==> src/rtl/pwm9_pkg.sv <==
package pwm9_pkg;
  localparam int SLOTS = 8;
  localparam int SLOT_W = $clog2(SLOTS);
  localparam int LVL_W = $clog2(SLOTS + 1) + 1;

  typedef struct packed {
    logic loadFrame;
    logic frameStart;
  } ctlStrobe_t;

  function automatic logic [SLOTS-1:0] midPattern();
    logic [SLOTS-1:0] p;
    for (int i = 0; i < SLOTS; i++) p[i] = (i % 2) == 1;
    return p;
  endfunction
endpackage

==> src/rtl/pwm9_ctl.sv <==
module pwm9_ctl
  import pwm9_pkg::*;
#(
  parameter int HOLD_CYCLES = 24_000_000,
  parameter logic [15:0] LFSR_SEED = 16'hACE1
) (
  input  logic clk,
  input  logic rstN,
  input  logic clipIn,
  output ctlStrobe_t strobe,
  output logic [SLOT_W-1:0] rotOffset,
  output logic clipFlag
);
  localparam int HOLD_W = $clog2(HOLD_CYCLES + 1);

  logic [SLOT_W-1:0] slotCnt;
  logic [15:0] lfsr;
  logic [HOLD_W-1:0] holdCnt;

  always_comb begin
    strobe.frameStart = (slotCnt == '0);
    strobe.loadFrame = (slotCnt == SLOT_W'(SLOTS - 1));
  end

  always_ff @(posedge clk or negedge rstN) begin
    if (!rstN) slotCnt <= '0;
    else slotCnt <= slotCnt + 1'b1;
  end

  always_ff @(posedge clk or negedge rstN) begin
    if (!rstN) lfsr <= LFSR_SEED;
    else if (strobe.loadFrame) lfsr <= {lfsr[14:0], lfsr[15] ^ lfsr[13] ^ lfsr[12] ^ lfsr[10]};
  end

  assign rotOffset = lfsr[SLOT_W-1:0];

  always_ff @(posedge clk or negedge rstN) begin
    if (!rstN) holdCnt <= '0;
    else if (clipIn) holdCnt <= HOLD_W'(HOLD_CYCLES);
    else if (holdCnt != '0) holdCnt <= holdCnt - 1'b1;
  end

  assign clipFlag = (holdCnt != '0);
endmodule

==> src/rtl/pwm9_path.sv <==
module pwm9_path
  import pwm9_pkg::*;
(
  input  logic clk,
  input  logic rstN,
  input  ctlStrobe_t strobe,
  input  logic [SLOT_W-1:0] rotOffset,
  input  logic [LVL_W-1:0] levelIn,
  input  logic muteIn,
  input  logic fixPosN,
  input  logic narrowN,
  output logic [SLOTS-1:0] patNext,
  output logic bitOut
);
  logic [LVL_W-1:0] lvlClamp;
  logic [LVL_W-1:0] lvlEff;
  logic [SLOTS-1:0] runBase;
  logic [2*SLOTS-1:0] runDouble;
  logic [SLOTS-1:0] runPlaced;
  logic [SLOTS-1:0] shReg;

  always_comb begin
    lvlClamp = (levelIn > LVL_W'(SLOTS)) ? LVL_W'(SLOTS) : levelIn;
    lvlEff = lvlClamp;
    if (!narrowN) begin
      if (lvlClamp == '0) lvlEff = LVL_W'(1);
      else if (lvlClamp == LVL_W'(SLOTS)) lvlEff = LVL_W'(SLOTS - 1);
    end
    runBase = ~({SLOTS{1'b1}} >> lvlEff);
    runDouble = {runBase, runBase} >> rotOffset;
    runPlaced = fixPosN ? runDouble[SLOTS-1:0] : runBase;
    patNext = muteIn ? midPattern() : runPlaced;
  end

  always_ff @(posedge clk or negedge rstN) begin
    if (!rstN) shReg <= midPattern();
    else if (strobe.loadFrame) shReg <= patNext;
    else shReg <= {shReg[SLOTS-2:0], 1'b0};
  end

  assign bitOut = shReg[SLOTS-1];
endmodule

==> src/rtl/pwm9_enc.sv <==
module pwm9_enc
  import pwm9_pkg::*;
#(
  parameter int HOLD_CYCLES = 24_000_000,
  parameter logic [15:0] LFSR_SEED = 16'hACE1
) (
  input  logic clk,
  input  logic rstN,
  input  logic [3:0] levelIn,
  input  logic muteIn,
  input  logic fixPosN,
  input  logic narrowN,
  input  logic clipIn,
  output logic bitOut,
  output logic frameStart,
  output logic clipFlag
);
  ctlStrobe_t strobe;
  logic [SLOT_W-1:0] rotOffset;
  logic [SLOTS-1:0] patNext;

  pwm9_ctl #(.HOLD_CYCLES(HOLD_CYCLES), .LFSR_SEED(LFSR_SEED)) ctl (
    .clk(clk), .rstN(rstN), .clipIn(clipIn),
    .strobe(strobe), .rotOffset(rotOffset), .clipFlag(clipFlag)
  );

  pwm9_path path (
    .clk(clk), .rstN(rstN), .strobe(strobe), .rotOffset(rotOffset),
    .levelIn(LVL_W'(levelIn)), .muteIn(muteIn), .fixPosN(fixPosN), .narrowN(narrowN),
    .patNext(patNext), .bitOut(bitOut)
  );

  assign frameStart = strobe.frameStart;
endmodule

==> config.mk <==
export PLATFORM = sky130hd
export DESIGN_NAME = pwm9_enc
export DESIGN_NICKNAME = d
export VERILOG_FILES = /design/src/rtl/pwm9_pkg.sv /design/src/rtl/pwm9_ctl.sv /design/src/rtl/pwm9_path.sv /design/src/rtl/pwm9_enc.sv
export SDC_FILE = /design/constraint.sdc
export NUM_CORES = 1
export LEC_CHECK = 0
export BUFFER_PORTS_ARGS = -buffer_cell sky130_fd_sc_hd__buf_4
export CORE_AREA = 2 2 82 84
export DETAILED_ROUTE_END_ITERATION = 16
export DIE_AREA = 0 0 84 86
export HOLD_SLACK_MARGIN = 0.15
export PLACE_DENSITY_LB_ADDON = 0.12
export SYNTH_ARGS = -nofsm -noshare
export SYNTH_HDL_FRONTEND = slang
export SYNTH_SLANG_ARGS = --single-unit
export TNS_END_PERCENT = 50
==> constraint.sdc <==
create_clock -name clk -period 3.3 [get_ports clk]
set_input_delay 0.66 -clock clk [delete_from_list [all_inputs] [get_ports clk]]
set_output_delay 0.66 -clock clk [all_outputs]
set_load 0.01 [all_outputs]
# Yosys cells after proc, flatten, opt, wreduce, memory -nomap -nowiden
# Cells that the tools add are included.
[word_totals]
register_bits = 52
inputBits = 10
[op_classes]
bitwise_logic = 4
shifts = 2
n_eq_ne = 2
add_sub_neg = 2
order_cmp = 1
mux = 9
reduce_logical = 4
[ops]
columns = ["cell", "n"]
rows = [
  ["$mux W25", 2],
  ["$reduce_bool A25 Y1", 1],
  ["$sub A25 B1 Y25 const B", 1],
  ["$mux W8", 3],
  ["$shr A16 B3 Y8", 1],
  ["$mux W5", 3],
  ["$not A8 Y8", 1],
  ["$shr A8 B5 Y8 const A", 1],
  ["$eq A5 B4 Y1 const B", 1],
  ["$logic_not A5 Y1", 1],
  ["$gt A4 B4 Y1 const B", 1],
  ["$mux W4", 1],
  ["$add A3 B1 Y3 const B", 1],
  ["$eq A3 B3 Y1 const B", 1],
  ["$logic_not A3 Y1", 1],
  ["$xor A1 B1 Y1", 3],
  ["$reduce_bool A2 Y1", 1],
]

# Longest topological paths before layout
# Gate-level depths: netlist of run 1.
[depth]
depth_word = 12
depth_mapped = 8
depth_no_buf = 7

# Modules after synthesis
# A second synthesis of run 1 with hierarchy kept.
[unflattened]
cells_unflattened = 351
area_unflattened_um2 = 3415.8
[by_module_without_submodules]
columns = ["mod", "area_per_inst_um2", "seq_area_each_um2", "instances", "cells_per_inst"]
rows = [
  ["pwm9_ctl", 2329.7, 1111.1, 1, 210],
  ["pwm9_path", 1082.3, 205.2, 1, 140],
  ["pwm9_enc", 3.8, 0.0, 1, 1],
]

# Worst setup path before layout of run 1
# OpenSTA, ideal clock, no wires.
[synth_timing]
path_kind = "flip-flop to output port"
from = "register ctl.holdCnt[18]"
to = "output port clipFlag"
path_buffers = 2
t_required_ns = 2.640
setup_slack_ns = 0.963
stages_incl_launch_ff = 6
arrival_ns = 1.677
path_cell_list = "dfrtp_1 -> or4_4 -> and4bb_2 -> clkbuf_2 -> buf_2 -> nand2_1"
[synth_between]
elab_chain_cells = 1
[synth_lines]
columns = ["item", "line_no", "rtl"]
rows = [
  ["from (decl)", "pwm9_ctl.sv:18", "logic [HOLD_W-1:0] holdCnt;"],
  ["from (signal assigned)", "pwm9_ctl.sv:39", "else if (clipIn) holdCnt <= HOLD_W'(HOLD_CYCLES);"],
  ["from (signal assigned)", "pwm9_ctl.sv:40", "else if (holdCnt != '0) holdCnt <= holdCnt - 1'b1;"],
  ["$reduce_bool A25 Y1", "pwm9_ctl.sv:43", "assign clipFlag = (holdCnt != '0);"],
  ["to (decl)", "pwm9_enc.sv:16", "output logic clipFlag"],
]
# Every way passes these cells.

# Worst setup path in the final report of run 1
[layout_timing]
from = "register ctl.holdCnt[0]"
to = "output port clipFlag"
# The elaborated chain is that of the path after synthesis.

==> results.md, run 1 <==
Final layout:
- The fraction of final layout cells with drive strength greater than 1 is 22.9%.
- The final layout net count is 297.
- After filler insertion, the fill cell instance count of the layout stands at 606.
- The number of antenna diodes is 0.
- The finished layout holds 361 standard cells, fillers aside.
- Once layout is done, the placed cells without fillers occupy 0.00299 sq mm.
- The layout overhead on the synthesized area is 8.62%.

Routing:
- In the final routed layout, each cell accounts on average for 13.8 microns.
- The first detailed-routing pass ran for 4 iterations.
- The number of vias per cell is 5.50.
- The remaining routing DRC violations is 0.
- After detailed routing, the total wire length is 4980 microns.
- In this run, the number of DRC markers left after iteration 0 of detailed routing was 121.
- The detail route stage leaves a number of antenna-violating nets equal to 0.
- For this block, the via count after detailed routing is 1985.

STA:
- The number of max-slew violations in the final report is 0.
- Setup violations remaining at the end of the flow were counted as 0.
- The worst max-slew margin expressed relative to the limit is 57.1%.
- The final setup skew is 0.0121 ns.
- Setup repair after global routing left no endpoint under its margin.
- The number of endpoints with negative hold slack in the final report is 0.
- The shortest clock period the worst path allows after layout is 2.99 ns.
- Timing would allow up to 334 MHz.
- The final critical path takes up 90.7% of the cycle.
- After routing, the total negative slack on setup checks comes to 0 ns.
- The measured slew at the worst slew-check pin is 0.643 ns.

Power and ir drop:
- Dividing total power by cell area gives a power density of 431 mW/mm^2.
- The share of total power dissipated in sequential elements is 54.8%.
- VDD sags by at most 0.216 mV.
- The fraction of power spent switching nets is 28.5%.
- For this design the static power due to leakage is 0.00116 uW.
- The proportion of power drawn by the clock network is 29.0%.
- In this run the power spent charging and discharging nets is 368 uW.
- The combinational fraction of design power is 16.2%.
- The cell-internal power is 924 uW.
- The power after layout is 1290 uW.

Global routing:
- The total overflow left after global routing is 0.
- The number of global-route vias before repair is 1919.
- The number of antenna violations at the first check in global routing is 0.
- The first global-routing pass estimated 8990 microns of wire.
- The maximum number of pins on one net before global-route repair is 53.
- Across every metal layer, demand over resource in global routing totals 15.0%.

Synth:
- The number of enable flip-flop cells after synthesis is 0.
- Summing the sequential cell areas from Yosys gives 47.8% of the chip area.
- The warning count from the yosys run is 0.
- The async set or reset register ratio after synthesis is 100%.
- The area of the mapped netlist is 0.00276 sq mm.
- Counting every net in the synthesized netlist gives 292.
- The flip-flop and latch count after synthesis is 52.
- The cell count after synthesis came out at 278.
- The dominant register cell in the synthesized netlist is sky130_fd_sc_hd__dfrtp_1.
- The average size of a mapped cell is 9.92 sq um.
- The distinct cell type count of the synthesized netlist is 50.

Critical path:
- By startpoint and endpoint, the worst setup path is classified as reg -> out.
- The startpoint type of the worst setup path is a register.
- Data arrives at the worst endpoint at 2.33 ns.
- The maximum fanout along the worst path is 10.
- The worst register-to-register path has a depth of 7.
- The required time of the worst setup path is 2.64 ns.
- STA classifies the critical path endpoint as a primary output.
- The worst register-to-register path has a setup slack of 0.74 ns.

Floorplan:
- The area of the die is 0.00722 sq mm.
- 13 I/O pins were placed.
- Row generation in the floorplan step produced 29 rows.
- For this configuration, the core starts out at a cell density of 43.9%.
- The die is 84 microns wide.
- The vertical die dimension is 86 microns.
- The core region is 0.00628 sq mm.

Worst hold path:
- The classification of the worst-slack hold path is in -> async.

Placement:
- Routability-driven placement finished with a final weighted congestion of 0.859.
- Summed over all nets, the half-perimeter wirelength after detailed placement is 3310 microns.
- The instance area at placement is 0.00290 sq mm.
- Input and output buffers added on the ports amount to 12.
- The number of cells in the design after placement is 353.

Clock tree:
- The tree is rooted in a sky130_fd_sc_hd__clkbuf_8.
- Clock-pin slew was measured on the worst setup and hold paths at 0.10 ns.
- The number of gates resized after cts is 0.
- The clock latency of the later-clocked register in the worst-skew pair is 0.30 ns.
- No sink is reached through more buffers than the 2 on the longest clock path.
- The deepest level of the CTS H-tree is 2.
- In this run, post-CTS hold repair placed 0 buffers.
- Once the clock tree was built, the setup fixing pass inserted 0 buffers.
- TritonCTS built the clock tree.
- Clock tree synthesis inserted a total of 5 buffers.
- For this design, the sink count on the clock tree is 52.

Run:
- The max capacitance violation total is 0.

Run status:
- The flow ran to the end, and the final reports show no timing, DRC or antenna violations.
-- final timing paths --
check                                           start                          end
min                                              rstN   ctl.holdCnt[2]$_DFFE_PN0P_
max                        ctl.holdCnt[0]$_DFFE_PN0P_                     clipFlag
min in group clk             ctl.slotCnt[0]$_DFF_PN0_     ctl.slotCnt[0]$_DFF_PN0_
max reg2reg                ctl.holdCnt[0]$_DFFE_PN0P_  ctl.holdCnt[21]$_DFFE_PN0P_
max in group asynchronous                        rstN     ctl.lfsr[14]$_DFFE_PN0N_
min reg2reg                  ctl.slotCnt[0]$_DFF_PN0_     ctl.slotCnt[0]$_DFF_PN0_
-- layout by cell type, fill, tap and decap left out, types with 2 or more instances in the layout --
| cell type | instances |
|---|---|
| sky130_fd_sc_hd__and2_1 | 3 |
| sky130_fd_sc_hd__nor2b_1 | 3 |
| sky130_fd_sc_hd__o31ai_1 | 4 |
| sky130_fd_sc_hd__nor2_1 | 24 |
| sky130_fd_sc_hd__or2_2 | 2 |
| sky130_fd_sc_hd__or3b_2 | 2 |
| sky130_fd_sc_hd__nand2_1 | 16 |
| sky130_fd_sc_hd__dfrtp_1 | 40 |
| sky130_fd_sc_hd__dfstp_2 | 12 |
| sky130_fd_sc_hd__nor4_1 | 2 |
| sky130_fd_sc_hd__clkbuf_8 | 5 |
| sky130_fd_sc_hd__a211oi_1 | 4 |
| sky130_fd_sc_hd__nor3_1 | 11 |
| sky130_fd_sc_hd__o22ai_1 | 4 |
| sky130_fd_sc_hd__a2111oi_0 | 4 |
| sky130_fd_sc_hd__o221a_2 | 3 |
| sky130_fd_sc_hd__nand4_1 | 2 |
| sky130_fd_sc_hd__xnor2_1 | 15 |
| sky130_fd_sc_hd__buf_4 | 15 |
| sky130_fd_sc_hd__a21oi_1 | 20 |
| sky130_fd_sc_hd__inv_1 | 10 |
| sky130_fd_sc_hd__o21ai_0 | 15 |
| sky130_fd_sc_hd__a31oi_1 | 2 |
| sky130_fd_sc_hd__mux2_2 | 16 |
| sky130_fd_sc_hd__mux2i_1 | 3 |
| sky130_fd_sc_hd__nand2b_1 | 7 |
| sky130_fd_sc_hd__o32ai_1 | 2 |
| sky130_fd_sc_hd__or3_1 | 3 |
| sky130_fd_sc_hd__ha_1 | 4 |
| sky130_fd_sc_hd__or3_4 | 2 |
| sky130_fd_sc_hd__nand3_1 | 9 |
-- layout make-up --
class	instances	area, sq um	area share (%)
Multi-Input combinational cell	199	1340	44.6
Sequential cell	52	1320	44.0
Timing Repair Buffer	15	113	3.76
Tap cell	77	96.3	3.22
Clock buffer	5	68.8	2.30
Inverter	10	37.5	1.25
Clock inverter	3	27.5	0.919
-- worst max-delay path, cell delays in order, from the launching register on --
cell	delay, ns
sky130_fd_sc_hd__dfrtp_1	0.43
sky130_fd_sc_hd__inv_1	0.07
sky130_fd_sc_hd__ha_1	0.18
sky130_fd_sc_hd__nor4b_2	0.50
sky130_fd_sc_hd__and4_1	0.49
sky130_fd_sc_hd__nand2_1	0.18
sky130_fd_sc_hd__buf_4	0.18
-- metal layers --
metal,wire (microns),part of all wire (%),GRT usage [%],vias up
met5,0,0,0,-
met4,49,0.98,4.40,0
met3,118,2.4,2.69,5
met2,2210,44,22.5,21
met1,2600,52,22.3,951
li1,-,-,-,1008
-- power groups by stage --
| stage | clock network [uW] | logic (uW) | registers, uW |
|---|---|---|---|
| floorplan | 0 | 147 | 713 |
| global placement | 0 | 207 | 719 |
| detailed placement | 0 | 206 | 718 |
| CTS | 391 | 210 | 708 |
| global route | 419 | 238 | 715 |
| finish | 375 | 209 | 708 |
-- cells in the mapped netlist, types with 3 or more instances --
master | n | area share [%]
sky130_fd_sc_hd__dfrtp_1 | 40 | 36
sky130_fd_sc_hd__inv_1 | 10 | 1.4
sky130_fd_sc_hd__o21ai_0 | 15 | 2.7
sky130_fd_sc_hd__xnor2_1 | 15 | 4.8
sky130_fd_sc_hd__a2111oi_0 | 4 | 1.3
sky130_fd_sc_hd__nor2b_1 | 3 | 0.68
sky130_fd_sc_hd__o31ai_1 | 4 | 1.1
sky130_fd_sc_hd__nand3_1 | 9 | 1.6
sky130_fd_sc_hd__nand2_1 | 16 | 2.2
sky130_fd_sc_hd__nor3_1 | 11 | 2.0
sky130_fd_sc_hd__o221a_2 | 3 | 1.2
sky130_fd_sc_hd__ha_1 | 4 | 1.8
sky130_fd_sc_hd__mux2_2 | 16 | 6.5
sky130_fd_sc_hd__or3_1 | 3 | 0.68
sky130_fd_sc_hd__dfstp_2 | 12 | 11
sky130_fd_sc_hd__o22ai_1 | 4 | 0.91
sky130_fd_sc_hd__nand2b_1 | 7 | 1.6
sky130_fd_sc_hd__nor2_1 | 24 | 3.3
sky130_fd_sc_hd__mux2i_1 | 3 | 1.1
sky130_fd_sc_hd__and2_1 | 3 | 0.68
sky130_fd_sc_hd__a21oi_1 | 20 | 3.6
sky130_fd_sc_hd__a211oi_1 | 4 | 1.1
sky130_fd_sc_hd__clkbuf_1 | 12 | 1.6
-- per-stage QoR --
step / hold WS (ns) / worst slack, ns / util (%)
6_report: 0.374 / 0.306 / 47.7
3_3_place_gp: 0.428 / 0.732 / 46.2
2_1_floorplan: 0.364 / 0.963 / -
4_1_cts: 0.396 / 0.336 / 47.7
3_5_place_dp: 0.440 / 0.692 / 46.2
5_1_grt: 0.427 / 0.128 / 47.7
-- sequential cells by signal, summed over array words and instances (netlist names) --
signal,count
ctl.holdCnt,25
path.shReg,8
ctl.lfsr,16
ctl.slotCnt,3
-- cells by family (layout without fill, tap and decap cells) --
| logic type | count (synthesis) | in the layout | share of synthesized area [%] |
|---|---|---|---|
| AND/OR/NAND/NOR | 94 | 94 | 18.4 |
| AO/OA/AOI/OAI | 66 | 66 | 15.5 |
| flip-flops | 52 | 52 | 47.8 |
| buffers and inverters | 27 | 33 | 3.81 |
| multiplexers | 19 | 19 | 7.63 |
| XOR/XNOR | 16 | 16 | 5.08 |
| adder cells (fa/ha/maj) | 4 | 4 | 1.82 |
(Power assumes the default switching activity.)
==> run 2, diff against run 1 <==
--- a/config.mk
+++ b/config.mk
@@ -8,2 +8,3 @@
 export BUFFER_PORTS_ARGS = -buffer_cell sky130_fd_sc_hd__buf_4
+export CAP_MARGIN = 20
 export CORE_AREA = 2 2 82 84
@@ -13,2 +14,3 @@
 export PLACE_DENSITY_LB_ADDON = 0.12
+export SLEW_MARGIN = 0
 export SYNTH_ARGS = -nofsm -noshare
==> constraint.sdc (replaced) <==
create_clock -name clk -period 3.3 [get_ports clk]
set_input_delay 0.33 -clock clk [delete_from_list [all_inputs] [get_ports clk]]
set_output_delay 0.33 -clock clk [all_outputs]
set_load 0.01 [all_outputs]
==> run 2 against run 1 <==
  * Sequential cell count unchanged
  * Global-route usage increased by 0.30 points
  * Via count increased by 2.8%
  * Clock skew is 0.0023 ns lower
  * First-iteration DRC count increased by 4.1%
  * Power fell by 1.5%
  * Critical path type unchanged
==> results.md, run 2 (synthesis results as in run 1) <==
Final layout:
- The number of flip-flops under the largest register name is 25.
- The most common cell after layout, fill and taps aside is sky130_fd_sc_hd__dfrtp_1.
- After filler insertion, the fill cell instance count of the layout stands at 609.
- The register with the most flip-flops is ctl.holdCnt.
- In the layout the commonest cells are sky130_fd_sc_hd__dfrtp_1, sky130_fd_sc_hd__nor2_1, sky130_fd_sc_hd__a21oi_1.
- After routing the design area is 0.00299 sq mm.
- The number of antenna diodes is 0.
- Cells with a size suffix above 1 make up 22.5% of the layout.
- From synthesis to final layout, the design area changed by 8.49%.
- In the final layout, the registers with the most flip-flops are ctl.holdCnt (25), ctl.lfsr (16), path.shReg (8).
- At the end of the flow, the number of nets in the layout was 297.

Critical path:
- The library cell contributing the largest single delay on the critical path is sky130_fd_sc_hd__nor4b_2.
- The data arrival time of the critical path is 2.37 ns.
- The largest single stage delay on the critical path is 0.52 ns.
- The critical path contains buffers and inverters numbering 2 combined.
- The startpoint type of the worst setup path is a register.
- Of all nets on the critical path, the largest fanout is 10.
- The top cell family by delay on the critical path is simple AND/OR/NAND/NOR gates.
- Traced cell by cell, the critical path runs through inv_1, ha_1, nor4b_2, and4_1, nand2_1, buf_4.
- The nature of the critical path endpoint is a primary output.
- For the worst setup path, the data required time is 2.97 ns.
- The class of the most critical setup path is reg -> out.

STA:
- Setup repair after global routing left no endpoint under its margin.
- The final setup skew is 0.00982 ns.
- The total negative setup slack is 0 ns.
- Headroom to the max-slew limit came out at 46.9%.
- The count of final setup violators is 0.
- The measured slew at the worst slew-check pin is 0.791 ns.
- The number of max-slew violations in the final report is 0.
- The final critical path takes up 82.0% of the cycle.
- The maximum clock frequency is 370 MHz.
- The number of endpoints with negative hold slack in the final report is 0.
- Setup slack on the critical path of the routed design comes to 0.595 ns.
- The clock period could shrink to 2.70 ns.

Floorplan:
- The total area inside the core boundary comes to 0.00628 sq mm.
- The vertical die dimension is 86 microns.
- In this run the horizontal extent of the chip is 84 microns.
- The area of the die is 0.00722 sq mm.
- In this run the core area contains 29 standard-cell rows.
- The starting density of the core is 43.9%.
- The count of pins on the block boundary is 13.

Routing:
- The routed length per placed instance is 14.1 microns.
- Dividing the detail-routed via count by the number of cells gives 5.65.
- Once detail routing completed, the nets flagged for antenna violations numbered 0.
- For this block, the initial DRC count from the detailed router was 126.
- The overall via count from detail_route is 2041.
- Summed over all layers, the routed wires come to 5080 microns.
- The remaining routing DRC violations is 0.
- The number of search-and-repair iterations in the first detailed-routing pass is 4.

Placement:
- The instance area at placement is 0.00289 sq mm.
- At the placement stage, the worst setup path has a slack of 0.725 ns.
- Detailed placement finished with a half-perimeter wire length of 3460 microns.
- The placer's final routability congestion estimate is 0.854.
- Buffers placed on the I/O ports in this run total 12.

Clock tree:
- In this run, post-CTS repair resized a total of 0 instances.
- The total clock sinks is 52.
- The clock latency of the later-clocked register in the worst-skew pair is 0.30 ns.
- The deepest level of the CTS H-tree is 2.
- After clock tree synthesis, the clock-pin slew on the worst setup and hold paths is 0.10 ns.
- The root buffer selected by CTS is sky130_fd_sc_hd__clkbuf_8.
- The post-CTS setup-driven buffer insertion count is 0.
- Clock tree synthesis inserted a total of 5 buffers.
- The clock passes through at most 2 buffers.
- The TritonCTS clock tree is yes.

Run status:
- The flow ran to the end, and the final reports show no timing, DRC or antenna violations.

Power and ir drop:
- The internal power of the cells totals 909 uW.
- The reported net switching power is 363 uW.
- For this design the static power due to leakage is 0.00116 uW.
- Of the total power, registers draw 55.6%.
- Of the total power, the share spent switching nets is 28.5%.
- The worst-case IR drop observed on VDD is 0.266 mV.
- The proportion of power drawn by the clock network is 28.9%.
- The areal power density over the cells is 425 mW/mm^2.
- The combinational fraction of design power is 15.5%.

Global routing:
- The total congestion overflow is 0.
- The first-pass GRT wire length is 9070 microns.
- The number of global-route vias before repair came to 1926.
- The number of antenna violations at the first check in global routing came to 0.
- Global routing consumed, over all layers together, 15.3% of the routing resources.
- The maximum number of pins on one net before global-route repair is 53.

Run:
- The max capacitance violation total is 0.

Worst hold path:
- The worst hold path belongs to the class in -> reg.
-- run 2: final timing paths --
path                                            start                           to  slack (ns)  depth (start not counted)
max                        ctl.holdCnt[0]$_DFFE_PN0P_                     clipFlag        0.60                          6
min                                            clipIn  ctl.holdCnt[20]$_DFFE_PN0P_        0.36                          2
max reg2reg                ctl.holdCnt[0]$_DFFE_PN0P_  ctl.holdCnt[19]$_DFFE_PN0P_        0.73                          7
min reg2reg                  ctl.slotCnt[0]$_DFF_PN0_     ctl.slotCnt[0]$_DFF_PN0_        0.45                          1
max in group asynchronous                        rstN  ctl.holdCnt[19]$_DFFE_PN0P_        2.28                          2
min in group asynchronous                        rstN  ctl.holdCnt[13]$_DFFE_PN0P_        0.58                          2
-- run 2: power groups by stage --
stage / Combinational [uW] / Clock (uW) / Sequential, uW
floorplan: 147 / 0 / 713
global placement: 195 / 0 / 719
detailed placement: 197 / 0 / 719
CTS: 199 / 388 / 708
global route: 223 / 415 / 713
finish: 197 / 368 / 708
-- run 2: worst reg2reg max path, delay by kind of cell (launching register included) --
kind            cells  cell delay [ns]
flops               1             0.43
fa+ha+maj           1             0.17
simple gates        4             1.52
buf+inv             1             0.07
compound gates      1             0.27
-- run 2: through the flow --
step / hold slack, ns / utilization (%) / power [uW] / instances
floorplan: 0.0344 / - / 860 / 278
global placement: 0.414 / 46.0 / 914 / 352
detailed placement: 0.405 / 46.0 / 916 / 352
CTS: 0.360 / 47.6 / 1300 / 361
global route: 0.381 / 47.6 / 1350 / 361
finish: 0.361 / 47.6 / 1270 / 361
-- run 2: repair_timing --
item	in CTS	in global routing
hold buffers	1	0
setup endpoints to repair	0	0
hold endpoints to repair	40	0
-- run 2: layout make-up --
cell class	count	area (sq um)	share of cell area (%)
Multi-Input combinational cell	199	1340	44.6
Clock inverter	3	21.3	0.711
Clock buffer	5	68.8	2.30
Inverter	10	37.5	1.26
Sequential cell	52	1320	44.0
Timing Repair Buffer	15	115	3.85
Tap cell	77	96.3	3.22
-- run 2: layer usage --
metal	wire [microns]	global-route usage, %	vias to the layer above
li1	-	-	1018
met5	0	0	-
met3	131	3.46	5
met2	2270	24.0	23
met1	2640	22.1	995
met4	39	3.08	0
==> run 3, diff against run 2 <==
Settings changed: ABC_AREA from default to 1, CORE_AREA 2 2 82 84 to 2 2 86 88, DIE_AREA 0 0 84 86 to 0 0 88 90.
Clock period 3.3 ns to 2.3 ns, I/O delays scaled along.
==> run 3 against run 2 <==
  * Non-clock buffer count increased by 1
  * Register-to-register slack got worse by 0.36 ns
  * First-iteration DRC count decreased by 30%
  * Global-route usage increased by 2.3 points
  * Sequential cell count unchanged
  * Clock-buffer cell count unchanged
  * Clock skew increased by 0.0016 ns
  * Critical endpoint unchanged
  * Largest cell class unchanged
==> results.md, run 3 <==
Run status:
- The run finished with clean final reports.

Routing:
- The routed layout has 2549 vias.
- Summed over all layers, the routed wires come to 6680 microns.
- The remaining routing DRC violations is 0.
- The number of search-and-repair iterations in the first detailed-routing pass is 4.
- The number of antenna-violating nets in the routed design is 0.
- In this run, the number of DRC markers left after iteration 0 of detailed routing was 88.
- The number of vias per cell is 4.95.
- After detailed routing, the average wire length per cell comes to 13.0 microns.

Clock tree:
- The maximum clock insertion buffer count is 2.
- Clock-pin slew was measured on the worst setup and hold paths at 0.10 ns.
- The root buffer selected by CTS is sky130_fd_sc_hd__clkbuf_8.
- The total clock sinks is 52.
- After clock tree synthesis, the repair step resized 0 gates.
- The number of buffers created by CTS is 5.
- TritonCTS built the clock tree.
- The clock latency of the later-clocked register in the worst-skew pair is 0.31 ns.
- The deepest level of the CTS H-tree is 2.

Power and ir drop:
- The maximum vdd ir drop is 0.329 mV.
- The leakage power of the design is 0.00156 uW.
- In this run the power density over the cells is 558 mW/mm^2.

Final layout:
- The footprint of the multi-input gates is 0.00145 sq mm.
- The most common cell after layout, fill and taps aside is sky130_fd_sc_hd__nand2_1.
- The layout has 701 filler cells.
- The largest registers in the layout are ctl.holdCnt (25), ctl.lfsr (16), path.shReg (8).
- Summing all flip-flop and latch instances after layout gives 0.00132 sq mm.
- The register with the most flip-flops in the layout has 25 of them.
- The repair_antennas step left the layout with diodes totalling 0.
- Measured on the finished design, the core utilization comes to 47.4%.
- The register with the most flip-flops in the final layout is ctl.holdCnt.
- The final layout net count is 429.
- The library cells used most frequently in the layout, excluding fill and tap cells, are sky130_fd_sc_hd__nand2_1, sky130_fd_sc_hd__inv_1, sky130_fd_sc_hd__nor2_1.
- The fraction of final layout cells with drive strength greater than 1 is 11.3%.
- From synthesis to final layout, the design area changed by 9.33%.

Critical path:
- The launch point of the worst reg-to-reg path is ctl.holdCnt[0]$_DFFE_PN0P_.
- The worst setup path is launched from a register.
- For the worst setup path, the data arrival time is 1.87 ns.
- The class of the most critical setup path is reg -> out.
- The start point of the critical path is ctl.holdCnt[0]$_DFFE_PN0P_.
- The required time of the worst setup path is 2.07 ns.
- STA classifies the critical path endpoint as a primary output.
- Along the worst path, the maximum fanout reaches 4.
- The worst register-to-register path ends at ctl.holdCnt[17]$_DFFE_PN0P_.
- The minimum setup slack among reg-to-reg paths is 0.37 ns.
- For the worst flop-to-flop path, the logic depth is 9.

Synth:
- The most common cell in the synthesized netlist is sky130_fd_sc_hd__nand2_1.
- The netlist uses 37 different library cells.
- Counting flops with a built-in enable in the synthesized netlist gives 0.
- The warning count from the yosys run is 0.
- The number of nets handed over by synthesis was 418.
- The synthesized design contains 52 register bits.
- The synthesized design devotes to its leading area cell type 32.9% of total area.
- After synthesis, the cell types taking the most area are sky130_fd_sc_hd__dfrtp_1, sky130_fd_sc_hd__nand2_1, sky130_fd_sc_hd__dfstp_2.
- The async set or reset register ratio after synthesis is 100%.
- The area of the mapped netlist is 0.00305 sq mm.
- The average size of a mapped cell is 7.54 sq um.
- In the synthesized netlist, the number of instances is 404.
- The sequential area share after synthesis is 43.2%.
- The dominant register cell in the synthesized netlist is sky130_fd_sc_hd__dfrtp_1.
- After synthesis, the most frequently instantiated cells are sky130_fd_sc_hd__nand2_1, sky130_fd_sc_hd__inv_1, sky130_fd_sc_hd__nor2_1.
- The synthesized design spends more area on one cell type than any other, namely sky130_fd_sc_hd__dfrtp_1.

Run:
- The max capacitance violation total is 0.

Floorplan:
- The count of pins on the block boundary is 13.
- In this run the standard cell core region covers 0.00702 sq mm.
- The starting density of the core is 43.4%.
- The vertical die dimension is 90 microns.
- The count of standard-cell rows is 31.
- The die extent in x is 88 microns.
- The die covers 0.00792 sq mm.

STA:
- Headroom to the max-slew limit came out at 55.9%.
- The number of endpoints with negative hold slack in the final report came to 0.
- The maximum clock frequency is 475 MHz.
- The period utilization is 91.5%.
- The number of max-slew violations in the final report came to 0.
- The final setup skew is 0.0114 ns.
- Setup violations remaining at the end of the flow were counted as 0.
- After layout, the minimum clock period comes to 2.10 ns.
- The measured slew at the worst slew-check pin is 0.662 ns.
- Summed over all failing endpoints, the final setup total negative slack is 0 ns.
- Setup repair after global routing left no endpoint under its margin.

Global routing:
- Entering global routing, the biggest net connects 53 pins.
- The total congestion overflow is 0.
- The first global-routing pass estimated 11300 microns of wire.
- The number of antenna violations at the first check in global routing is 0.
- The number of global-route vias before repair is 2358.
- Across every metal layer, demand over resource in global routing totals 17.7%.

Worst hold path:
- The beginning of the worst hold path is fixPosN.
- For hold timing, the worst endpoint is path.shReg[0]$_DFF_PN0_.
- Counting instances, the worst hold path has a depth of 2.
- The min-delay analysis places its worst path in the category in -> reg.

Placement:
- Routability-driven placement finished with a final weighted congestion of 0.933.
- Once detailed placement completed, the half-perimeter wirelength came to 4970 microns.
- The number of buffers inserted by port buffering is 12.
-- run 3: per-stage QoR --
step / instances / total power [uW] / worst slack (ns) / cell area (sq um) / hold WS (ns)
global route: 515 / 1970 / 0.0875 / 3330 / 0.201
CTS: 515 / 1890 / 0.185 / 3330 / 0.170
detailed placement: 506 / 1320 / 0.366 / 3220 / 0.308
finish: 515 / 1860 / 0.195 / 3330 / 0.180
global placement: 506 / 1320 / 0.446 / 3220 / 0.303
floorplan: 404 / 1230 / 0.582 / 3050 / -0.0656
-- run 3: worst max-delay path by stage --
| stage | to | slack (ns) | cells after the start |
|---|---|---|---|
| final | clipFlag | 0.20 | 6 |
| after CTS | clipFlag | 0.18 | 6 |
| after detailed placement | ctl.holdCnt[17]$_DFFE_PN0P_ | 0.37 | 9 |
| after global placement | ctl.holdCnt[17]$_DFFE_PN0P_ | 0.45 | 9 |
| after floorplan | ctl.holdCnt[17]$_DFFE_PN0P_ | 0.58 | 9 |
| after global routing | clipFlag | 0.09 | 6 |
-- run 3: final cells by class --
class                           count  area share [%]
Multi-Input combinational cell    282            43.5
Clock inverter                      3           0.789
Clock buffer                        5            2.07
Timing Repair Buffer               16            3.68
Sequential cell                    52            39.5
Tap cell                           99            3.72
Inverter                           58            6.69
-- run 3: power breakdown --
part           switching, uW  leakage, uW  internal, uW
Sequential              43.1     0.000609           957
Clock                    330    0.0000423           222
Combinational            201     0.000905           106
Total                    574      0.00156          1290
-- run 3: critical path, stage by stage (launching register included) --
cell and delay [ns]:
sky130_fd_sc_hd__dfrtp_1 0.42, sky130_fd_sc_hd__inv_1 0.13, sky130_fd_sc_hd__ha_1 0.28, sky130_fd_sc_hd__nand4_4 0.15, sky130_fd_sc_hd__inv_1 0.13, sky130_fd_sc_hd__nand4_1 0.23, sky130_fd_sc_hd__buf_4 0.22
-- run 3: timing repair --
item                                   4_1_cts  5_1_grt
buffers inserted                             0        0
hold buffers                                 1        0
endpoints found under the hold margin       40        0
-- run 3: logic make-up (layout without fill, tap and decap cells) --
family | count (synthesis) | after routing | synth area share (%)
adders and majority gates | 4 | 4 | 1.64
and+or+nand+nor | 221 | 221 | 34.3
buffers and inverters | 70 | 82 | 9.20
AOI/OAI and AO/OA | 42 | 42 | 7.35
DFF | 52 | 52 | 43.2
xor gates and xnor gates | 15 | 15 | 4.31
-- run 3: layer usage --
layer	GRT usage (%)	vias up	part of all wire [%]
met5	0	-	0
met3	3.49	11	4.3
met2	29.2	58	49
met1	23.5	1172	45
met4	4.49	0	1.8
li1	-	1308	-
